`src/rtl/pflash_pkg.sv`:
```
package pflash_pkg;
  typedef enum logic [0:0] {ST_IDLE, ST_BUSY} rd_state_e;

  function automatic int unsigned cyc_ceil(int unsigned t_ps, int unsigned clk_ps);
    return (t_ps + clk_ps - 1) / clk_ps;
  endfunction
endpackage

```
`src/rtl/pflash_page_track.sv`:
```
module pflash_page_track #(
  parameter int unsigned ADDR_W  = 20,
  parameter int unsigned PG_BITS = 3
) (
  input  logic            clk_i,
  input  logic            rst_ni,
  input  logic [ADDR_W:0] lookup_addr_i,
  input  logic            lookup_byte_i,
  input  logic            update_i,
  input  logic            flush_i,
  output logic            hit_o
);
  localparam int unsigned TAG_W = ADDR_W - PG_BITS;

  logic [TAG_W-1:0] tag_q, lk_tag;
  logic             mode_q, valid_q;

  // byte mode shifts the page window up by one bit
  assign lk_tag = lookup_byte_i ? lookup_addr_i[ADDR_W:PG_BITS+1]
                                : lookup_addr_i[ADDR_W-1:PG_BITS];
  assign hit_o  = valid_q && (mode_q == lookup_byte_i) && (tag_q == lk_tag);

  always_ff @(posedge clk_i or negedge rst_ni) begin
    if (!rst_ni) begin
      valid_q <= 1'b0;
      tag_q   <= '0;
      mode_q  <= 1'b0;
    end else if (update_i) begin
      valid_q <= 1'b1;
      tag_q   <= lk_tag;
      mode_q  <= lookup_byte_i;
    end else if (flush_i) begin
      valid_q <= 1'b0;
    end
  end

  assert_flush_drops_page_R10: assert property (@(posedge clk_i) disable iff (!rst_ni)
    (flush_i && !update_i) |=> !valid_q);
  assert_update_opens_page_R4: assert property (@(posedge clk_i) disable iff (!rst_ni)
    update_i |=> valid_q);
endmodule

```
`src/rtl/pflash_wait_cnt.sv`:
```
module pflash_wait_cnt #(
  parameter int unsigned RAND_CYC = 9,
  parameter int unsigned PAGE_CYC = 4
) (
  input  logic clk_i,
  input  logic rst_ni,
  input  logic start_i,
  input  logic page_i,
  output logic done_o
);
  localparam int unsigned CW      = $clog2(RAND_CYC + 1);
  localparam logic [CW-1:0] RAND_LD = CW'(RAND_CYC - 1);
  localparam logic [CW-1:0] PAGE_LD = CW'(PAGE_CYC - 1);

  logic [CW-1:0] cnt_q;
  logic          active_q;

  assign done_o = active_q && (cnt_q == '0);

  always_ff @(posedge clk_i or negedge rst_ni) begin
    if (!rst_ni) begin
      active_q <= 1'b0;
      cnt_q    <= '0;
    end else if (start_i) begin
      active_q <= 1'b1;
      cnt_q    <= page_i ? PAGE_LD : RAND_LD;
    end else if (done_o) begin
      active_q <= 1'b0;
    end else if (active_q) begin
      cnt_q <= cnt_q - 1'b1;
    end
  end

  assert_cnt_bound_R2: assert property (@(posedge clk_i) disable iff (!rst_ni)
    active_q |-> (cnt_q <= RAND_LD));
  assert_start_when_free_R8: assert property (@(posedge clk_i) disable iff (!rst_ni)
    start_i |-> !active_q);
  assert_page_load_R3: assert property (@(posedge clk_i) disable iff (!rst_ni)
    (start_i && page_i) |=> (cnt_q == PAGE_LD));
endmodule

```
`src/rtl/pflash_idle_timer.sv`:
```
module pflash_idle_timer #(
  parameter int unsigned IDLE_CYC = 32
) (
  input  logic clk_i,
  input  logic rst_ni,
  input  logic hold_i,
  input  logic ce_on_i,
  output logic expire_o
);
  localparam int unsigned IW   = $clog2(IDLE_CYC + 1);
  localparam logic [IW-1:0] LAST = IW'(IDLE_CYC - 1);

  logic [IW-1:0] cnt_q;

  assign expire_o = ce_on_i && !hold_i && (cnt_q == LAST);

  always_ff @(posedge clk_i or negedge rst_ni) begin
    if (!rst_ni)                            cnt_q <= '0;
    else if (hold_i || !ce_on_i || expire_o) cnt_q <= '0;
    else                                    cnt_q <= cnt_q + 1'b1;
  end

  assert_idle_bound_R10: assert property (@(posedge clk_i) disable iff (!rst_ni)
    cnt_q <= LAST);
endmodule

```
`src/rtl/pflash_rd_ctrl.sv`:
```
module pflash_rd_ctrl
  import pflash_pkg::*;
#(
  parameter int unsigned CLK_PERIOD_PS = 8000,
  parameter int unsigned T_RAND_PS     = 65000,
  parameter int unsigned T_PAGE_PS     = 25000,
  parameter int unsigned IDLE_CYC      = 32,
  parameter int unsigned ADDR_W        = 20,
  parameter int unsigned PG_BITS       = 3,
  parameter int unsigned DQ_W          = 16
) (
  input  logic            clk_i,
  input  logic            rst_ni,
  input  logic            req_valid_i,
  output logic            req_ready_o,
  input  logic [ADDR_W:0] req_addr_i,
  input  logic            byte_mode_i,
  output logic            rsp_valid_o,
  output logic [DQ_W-1:0] rsp_data_o,
  output logic [ADDR_W-1:0] fl_addr_o,
  output logic            fl_lsb_o,
  output logic            fl_ce_n_o,
  output logic            fl_oe_n_o,
  output logic            fl_we_n_o,
  output logic            fl_byte_n_o,
  input  logic [DQ_W-1:0] fl_dq_i
);
  localparam int unsigned RAND_CYC = cyc_ceil(T_RAND_PS, CLK_PERIOD_PS);
  localparam int unsigned PAGE_CYC = cyc_ceil(T_PAGE_PS, CLK_PERIOD_PS);
  localparam int unsigned LANE_W   = DQ_W / 2;

  rd_state_e state_q;
  logic      accept, hit, done, expire;
  logic [DQ_W-1:0] lane_data;

  assign req_ready_o = (state_q == ST_IDLE);
  assign accept      = req_valid_i && req_ready_o;
  assign fl_oe_n_o   = (state_q != ST_BUSY);
  assign fl_we_n_o   = 1'b1;

  // byte mode: upper lane is not data, zero it
  for (genvar g = 0; g < DQ_W; g++) begin : g_lane
    if (g < LANE_W) begin : g_lo
      assign lane_data[g] = fl_dq_i[g];
    end else begin : g_hi
      assign lane_data[g] = fl_byte_n_o & fl_dq_i[g];
    end
  end

  pflash_page_track #(.ADDR_W(ADDR_W), .PG_BITS(PG_BITS)) u_page (
    .clk_i, .rst_ni,
    .lookup_addr_i(req_addr_i),
    .lookup_byte_i(byte_mode_i),
    .update_i     (accept),
    .flush_i      (expire),
    .hit_o        (hit)
  );

  pflash_wait_cnt #(.RAND_CYC(RAND_CYC), .PAGE_CYC(PAGE_CYC)) u_wait (
    .clk_i, .rst_ni,
    .start_i(accept),
    .page_i (hit),
    .done_o (done)
  );

  pflash_idle_timer #(.IDLE_CYC(IDLE_CYC)) u_idle (
    .clk_i, .rst_ni,
    .hold_i  (req_valid_i || (state_q == ST_BUSY)),
    .ce_on_i (!fl_ce_n_o),
    .expire_o(expire)
  );

  always_ff @(posedge clk_i or negedge rst_ni) begin
    if (!rst_ni) begin
      state_q     <= ST_IDLE;
      fl_addr_o   <= '0;
      fl_lsb_o    <= 1'b0;
      fl_byte_n_o <= 1'b1;
      fl_ce_n_o   <= 1'b1;
      rsp_valid_o <= 1'b0;
      rsp_data_o  <= '0;
    end else begin
      rsp_valid_o <= 1'b0;
      if (accept) begin
        state_q     <= ST_BUSY;
        fl_ce_n_o   <= 1'b0;
        fl_byte_n_o <= !byte_mode_i;
        fl_addr_o   <= byte_mode_i ? req_addr_i[ADDR_W:1] : req_addr_i[ADDR_W-1:0];
        fl_lsb_o    <= byte_mode_i & req_addr_i[0];
      end else if (state_q == ST_BUSY && done) begin
        state_q     <= ST_IDLE;
        rsp_valid_o <= 1'b1;
        rsp_data_o  <= lane_data;
      end else if (expire) begin
        fl_ce_n_o   <= 1'b1;
      end
    end
  end

  assert_oe_with_ce_R7: assert property (@(posedge clk_i) disable iff (!rst_ni)
    !fl_oe_n_o |-> !fl_ce_n_o);
  assert_bus_hold_R9: assert property (@(posedge clk_i) disable iff (!rst_ni)
    (state_q == ST_BUSY && $past(state_q == ST_BUSY)) |->
      ($stable(fl_addr_o) && $stable(fl_lsb_o) && $stable(fl_byte_n_o)));
  assert_rsp_pulse_R8: assert property (@(posedge clk_i) disable iff (!rst_ni)
    rsp_valid_o |=> !rsp_valid_o);
  assert_ready_low_before_rsp_R8: assert property (@(posedge clk_i) disable iff (!rst_ni)
    $rose(rsp_valid_o) |-> $past(!req_ready_o));
  assert_byte_pin_R6: assert property (@(posedge clk_i) disable iff (!rst_ni)
    accept |=> (fl_byte_n_o == !$past(byte_mode_i)));
endmodule

```
`config.mk`:
```
export PLATFORM = sky130hd
export DESIGN_NAME = pflash_rd_ctrl
export DESIGN_NICKNAME = d
export VERILOG_FILES = /design/src/rtl/pflash_pkg.sv /design/src/rtl/pflash_page_track.sv /design/src/rtl/pflash_wait_cnt.sv /design/src/rtl/pflash_idle_timer.sv /design/src/rtl/pflash_rd_ctrl.sv
export SDC_FILE = /design/constraint.sdc
export NUM_CORES = 1
export LEC_CHECK = 0
export ABC_CLOCK_PERIOD_IN_PS = 4340
export CORE_UTILIZATION = 52
export CTS_BUF_LIST = sky130_fd_sc_hd__clkbuf_8
export DETAILED_ROUTE_END_ITERATION = 7
export PLACE_DENSITY = 0.92
export RECOVER_POWER = 50
export SETUP_SLACK_MARGIN = 0.05
export SYNTH_ARGS = -nofsm -noshare
export SYNTH_HDL_FRONTEND = slang
export SYNTH_SLANG_ARGS = --single-unit
```
`constraint.sdc`:
```
create_clock -name clk_i -period 4.34 [get_ports clk_i]
set_clock_uncertainty 0.2 [all_clocks]
set_input_delay 0.651 -clock clk_i [delete_from_list [all_inputs] [get_ports clk_i]]
set_output_delay 0.651 -clock clk_i [all_outputs]
set_load 0.01 [all_outputs]
```
# ---- After elaboration in Yosys (flattened, before gate mapping)
# Cells that the tools add are included.
dict set report word_totals {
  ff_bits 71
  memories 0
  rom_bits 0
  mem_bits_rw 0
  latch_bits 0
}
dict set report op_classes {
  add_sub_neg 2
  n_eq_ne 5
  n_mux 18
  n_div 0
  n_mul 0
  shift 0
  n_bitwise 11
  magnitude_cmp 0
  n_reduce_logical 21
}
# cell n
set op_table {}
lappend op_table {{$mux W20} 1}
lappend op_table {{$eq A17 B17 Y1} 1}
lappend op_table {{$mux W17} 1}
lappend op_table {{$mux W4} 4}
lappend op_table {{$mux W1} 11}
lappend op_table {{$and A1 B1 Y1} 9}
lappend op_table {{$reduce_bool A2 Y1} 4}
lappend op_table {{$logic_and A1 B1 Y1} 7}
lappend op_table {{$add A6 B1 Y6 const B} 1}
lappend op_table {{$eq A6 B5 Y1 const B} 1}
lappend op_table {{$mux W6} 1}
lappend op_table {{$reduce_and A2 Y1} 3}
lappend op_table {{$logic_not A4 Y1} 1}
lappend op_table {{$ne A2 B2 Y1 const B} 2}
lappend op_table {{$sub A4 B1 Y4 const B} 1}
lappend op_table {{$logic_not A1 Y1} 3}
lappend op_table {{$logic_or A1 B1 Y1} 3}
lappend op_table {{$not A1 Y1} 2}
lappend op_table {{$eq A1 B1 Y1} 1}

# ---- Depth between registers and ports, before layout
dict set report logic_depth {
  word_depth 7
  depth_mapped 8
}

# ---- By module
# From an unflattened synthesis, not the netlist that was laid out.
dict set report unflattened {
  hier_cells 312
  area_unflattened_um2 3723.6
}
# module cells_per_inst seq_area_each_um2 n_inst area_each_um2
set modules_own_cells {}
lappend modules_own_cells {pflash_rd_ctrl 139 1028.5 1 2009.4}
lappend modules_own_cells {pflash_page_track 119 475.5 1 1169.9}
lappend modules_own_cells {pflash_idle_timer 26 150.1 1 281.5}
lappend modules_own_cells {pflash_wait_cnt 28 125.1 1 262.8}

# ---- Least setup slack after synthesis
# No wires, ideal clock.
dict set report synth_path {
  path_kind {input port to flip-flop}
  from {input port byte_mode_i}
  to {register u_wait.cnt_q[3]}
  setup_slack_ns 1.852
  t_required_ns 4.012
  arrival_time_ns 2.159
  path_stages 7
  cell_sequence {buf_6 -> buf_8 -> clkbuf_1 -> nor4_1 -> a41oi_1 -> or4_4 -> a21boi_1}
}
dict set report synth_via {
  elab_chain_cells 5
}
# element line_no
set synth_lines {}
lappend synth_lines {{start, declared} pflash_rd_ctrl.sv:17} ;# input logic byte_mode_i,
lappend synth_lines {{$mux W17 / $eq A1 B1 Y1 (equally long branches)} {pflash_page_track.sv:19, pflash_page_track.sv:21}}
lappend synth_lines {{$eq A17 B17 Y1 / $logic_and A1 B1 Y1 (equally long branches)} pflash_page_track.sv:21} ;# assign hit_o = valid_q && (mode_q == lookup_byte_i) && (tag_q == lk_tag);
lappend synth_lines {{$logic_and A1 B1 Y1 *} pflash_page_track.sv:21}
lappend synth_lines {{$mux W4 *} pflash_wait_cnt.sv:26} ;# cnt_q <= page_i ? PAGE_LD : RAND_LD;
lappend synth_lines {{$mux W4 *} pflash_wait_cnt.sv:24} ;# end else if (start_i) begin
lappend synth_lines {{end signal, assigned} pflash_wait_cnt.sv:26}
lappend synth_lines {{end signal, assigned} pflash_wait_cnt.sv:30} ;# cnt_q <= cnt_q - 1'b1;
lappend synth_lines {{end, declared} pflash_wait_cnt.sv:15} ;# logic [CW-1:0] cnt_q;
# Every way passes the cells marked *; elsewhere a longest branch is shown, timed or not.
# A chain may end at the register's enable or synchronous reset.

# ---- Worst setup path after layout
dict set report layout_path {
  from {input port req_valid_i}
  to {register u_wait.cnt_q[0]}
}
dict set report layout_via {
  elab_chain_cells 3
}
# element line_no
set layout_lines {}
lappend layout_lines {{start, declared} pflash_rd_ctrl.sv:14} ;# input logic req_valid_i,
lappend layout_lines {{$logic_and A1 B1 Y1 *} pflash_rd_ctrl.sv:37} ;# assign accept = req_valid_i && req_ready_o;
lappend layout_lines {{$ne A2 B2 Y1 (no source line) / $reduce_bool A2 Y1 (equally long branches)} n/a}
lappend layout_lines {{$reduce_and A2 Y1 (no source line)} n/a}
# Marked as above.

==> results.ini <==
[layout]
nets = 398
diodes = 0
nFillCells = 370
synthToLayoutAreaGrowth_pct = 35.7
post-route-util_pct = 74.5
layout-drive-gt1-share_pct = 5.34
fin_area_um2 = 3590

[pwr]
share_seq_of_total_power_pct = 40.8
leakage_uw = 0.00157
intPower_uw = 1420
power_density_nw_per_um2 = 611
combPwrFrac_pct = 43.2
p_clk_share_pct = 16.0
vdd_ir_drop_max_v = 0.000366
swShare_pct = 35.5
p_sw_uw = 779

[worst_setup_path]
path_class = input pin to flop
startpoint_type = input pin
cp_max_fo = 45
crit_chain = dlygate4sd3_1 -> nor2b_2 -> clkbuf_1 -> a21oi_1 -> nor3_1 -> a21oi_1 -> nand2_1
worstPathRequired_ns = 4.40
crit_slowest_cell = clkbuf_1
reg2reg_slack_ns = 1.36
cp_data_arrival_time_ns = 3.54
max_stage_delay_ns = 1.35
crit_family = buffers and inverters
cpMostUsedCell = a21oi_1
cp-end-kind = flop
critPathBufInv = 2

[logic_synthesis]
synth_top_area_share_pct = 49.2
yosys.area.top_type = dfrtp_1
synth_area_leaders = dfrtp_1 (49%), mux2i_1 (9.1%), nand2_1 (7.4%), nor2_1 (4.8%), a21oi_1 (4.7%)
synthTopCellsByCount = dfrtp_1 (52), nand2_1 (52), nor2_1 (34)
syn_area_um2 = 2650
synthDistinctLibCells = 39
synth-edff-count = 0
synth_top_flop_cell = dfrtp_1
ys_seq_elements = 54
syn_inst = 278
synth_fp_nets = 321
async_reset_ff_share_pct = 100
yosys_warnings = 0
avgSynthCellArea_um2 = 9.52
synth_seq_area_share_pct = 51.2

[global_route]
grt_max_degree = 55
grtUsageTotal_pct = 23.0
first_global_vias = 2117
grt_pass1_wl_mm = 9.53
grt_overflow = 0
antenna_found_initial = 0

[status]
violations = max-capacitance violations, max-slew violations
status = finished, violations left

[route]
routed_via_density = 5.24
wl_met3_um = 398
dr_wl_met2_mm = 2.85
wl_per_cell_um = 14.0
wl_met1_mm = 2.58
drt_iter0_markers = 125
drc_errors = 0
dr.pass1.iters = 4
top_layer = met4
totalWireLength_mm = 5.90
detail-route-antenna-nets = 0
num_vias = 2218

[floorplan]
core_um2 = 4820
core.rowCount = 25
die_h_um = 73.3
start_util_pct = 54.9
die_width_um = 73.3
dieArea_um2 = 5380
boundaryPins = 84

[hold_path]
hold_path.class = input pin to asynchronous set/reset pin

[timing]
setup_tns_ns = 0
slew-limit-headroom_pct = -22.9
slew_viol_final = 46
post-route-min-period_ns = 3.48
setup_slack_ns = 0.860
rsz0062_at_grt = no
hold_ws_ns = 0.250
tightest_slew_ns = 1.84
fin_crit_sh_pct = 80.2
clock.fmax_mhz = 287
setup_violations = 0
hold_viol = 0

[cts]
clock-root-buffer = clkbuf_8
cts_resized = 0
worstSkewPairLatency_ns = 0.31
cts_tree = yes
cts_hold_buf = 0
cts_setup_buffers = 0
cts_made_buffers = 5
clock_path_buffers = 2
cts.reportedPaths.clkPinSlew_ns = 0.11
cts-htree-levels = 2
clock_sinks = 54

[flow_run]
maxCapViolCount = 1

[placement]
gp_congestion = 0.835
dpl_worst_slack_ns = 1.20
port_buffers = 82
dp_hpwl_mm = 4.30
placed_cell_area_um2 = 3480

-- routing by layer --
layer / GRT usage, % / up-vias
li1: - / 1079
met1: 30.4 / 1039
met2: 39.0 / 91
met3: 4.80 / 9
met4: 5.98 / 0
met5: 0 / -
-- per-stage QoR --
stage | total power [uW] | cells
after floorplan | 1340 | 278
final | 2200 | 423
after global placement | 1810 | 415
after global routing | 2340 | 423
after detailed placement | 1850 | 415
after CTS | 2210 | 423
-- registers in the layout, indices dropped and copies added (netlist names) --
signal,cells
fl_addr_o,20
fl_byte_n_o,1
fl_ce_n_o,1
fl_lsb_o,1
rsp_data_o,16
rsp_valid_o,1
state_q,1
u_idle.cnt_q,6
u_page.mode_q,1
u_page.valid_q,1
u_wait.active_q,1
u_wait.cnt_q,4
-- worst paths after layout --
path / cells past startpoint / endpoint / from
min in group clk_i: 1 / u_idle.cnt_q[0] / u_idle.cnt_q[0]
min: 2 / u_idle.cnt_q[0] / rst_ni
max in group asynchronous: 2 / fl_addr_o[13] / rst_ni
max reg2reg: 6 / u_wait.cnt_q[0] / state_q
max: 7 / u_wait.cnt_q[0] / req_valid_i
min reg2reg: 1 / u_idle.cnt_q[0] / u_idle.cnt_q[0]
-- power by group through the flow --
stage / sequential (uW) / clock [uW] / combinational (uW)
after floorplan: 948 / 0 / 391
after global placement: 893 / 0 / 922
after detailed placement: 902 / 0 / 950
after CTS: 894 / 355 / 958
after global routing: 921 / 379 / 1040
final: 895 / 352 / 948
-- kinds of logic after synthesis --
group                    share of synthesized area, %
AO/OA/AOI/OAI                                    9.46
adder cells (fa/ha/maj)                         0.945
XOR/XNOR                                         7.61
multiplexers                                     9.08
buffers and inverters                            4.30
other                                           0.142
AND/OR/NAND/NOR                                  17.3
flip-flops                                       51.2
-- cells in the final DEF (no fill, tap or decap), drive strengths merged --
master          n
nand2          52
nor2           34
a21boi          1
o22a            1
clkbuf          6
or4b            1
xor2           12
nand4b          1
or3b            1
clkinv          1
bufinv          1
o2111ai         1
a21oi          25
mux2i          24
nand3           3
ha              2
nor3            5
clkdlybuf4s50  79
a221oi          2
inv            10
dfstp           2
buf             3
dfrtp          52
dlygate4sd3     1
nand4           2
a211oi          1
nand2b          1
conb            1
xnor2          11
or4             1
a41oi           1
or3             2
o21ai          12
nor2b           1
nor4            2
o22ai           1
-- cell type report --
type                    count  area, um2  share of cell area, %
repair buffers             84        822                   22.9
clock inverters             3       47.5                   1.32
multi-input cells         201       1180                   32.9
inverters                   9       33.8                  0.941
well taps                  67       83.8                   2.33
flip-flops and latches     54       1350                   37.7
clock buffers               5       68.8                   1.92
Note: power is estimated with default switching activity, not from simulation.
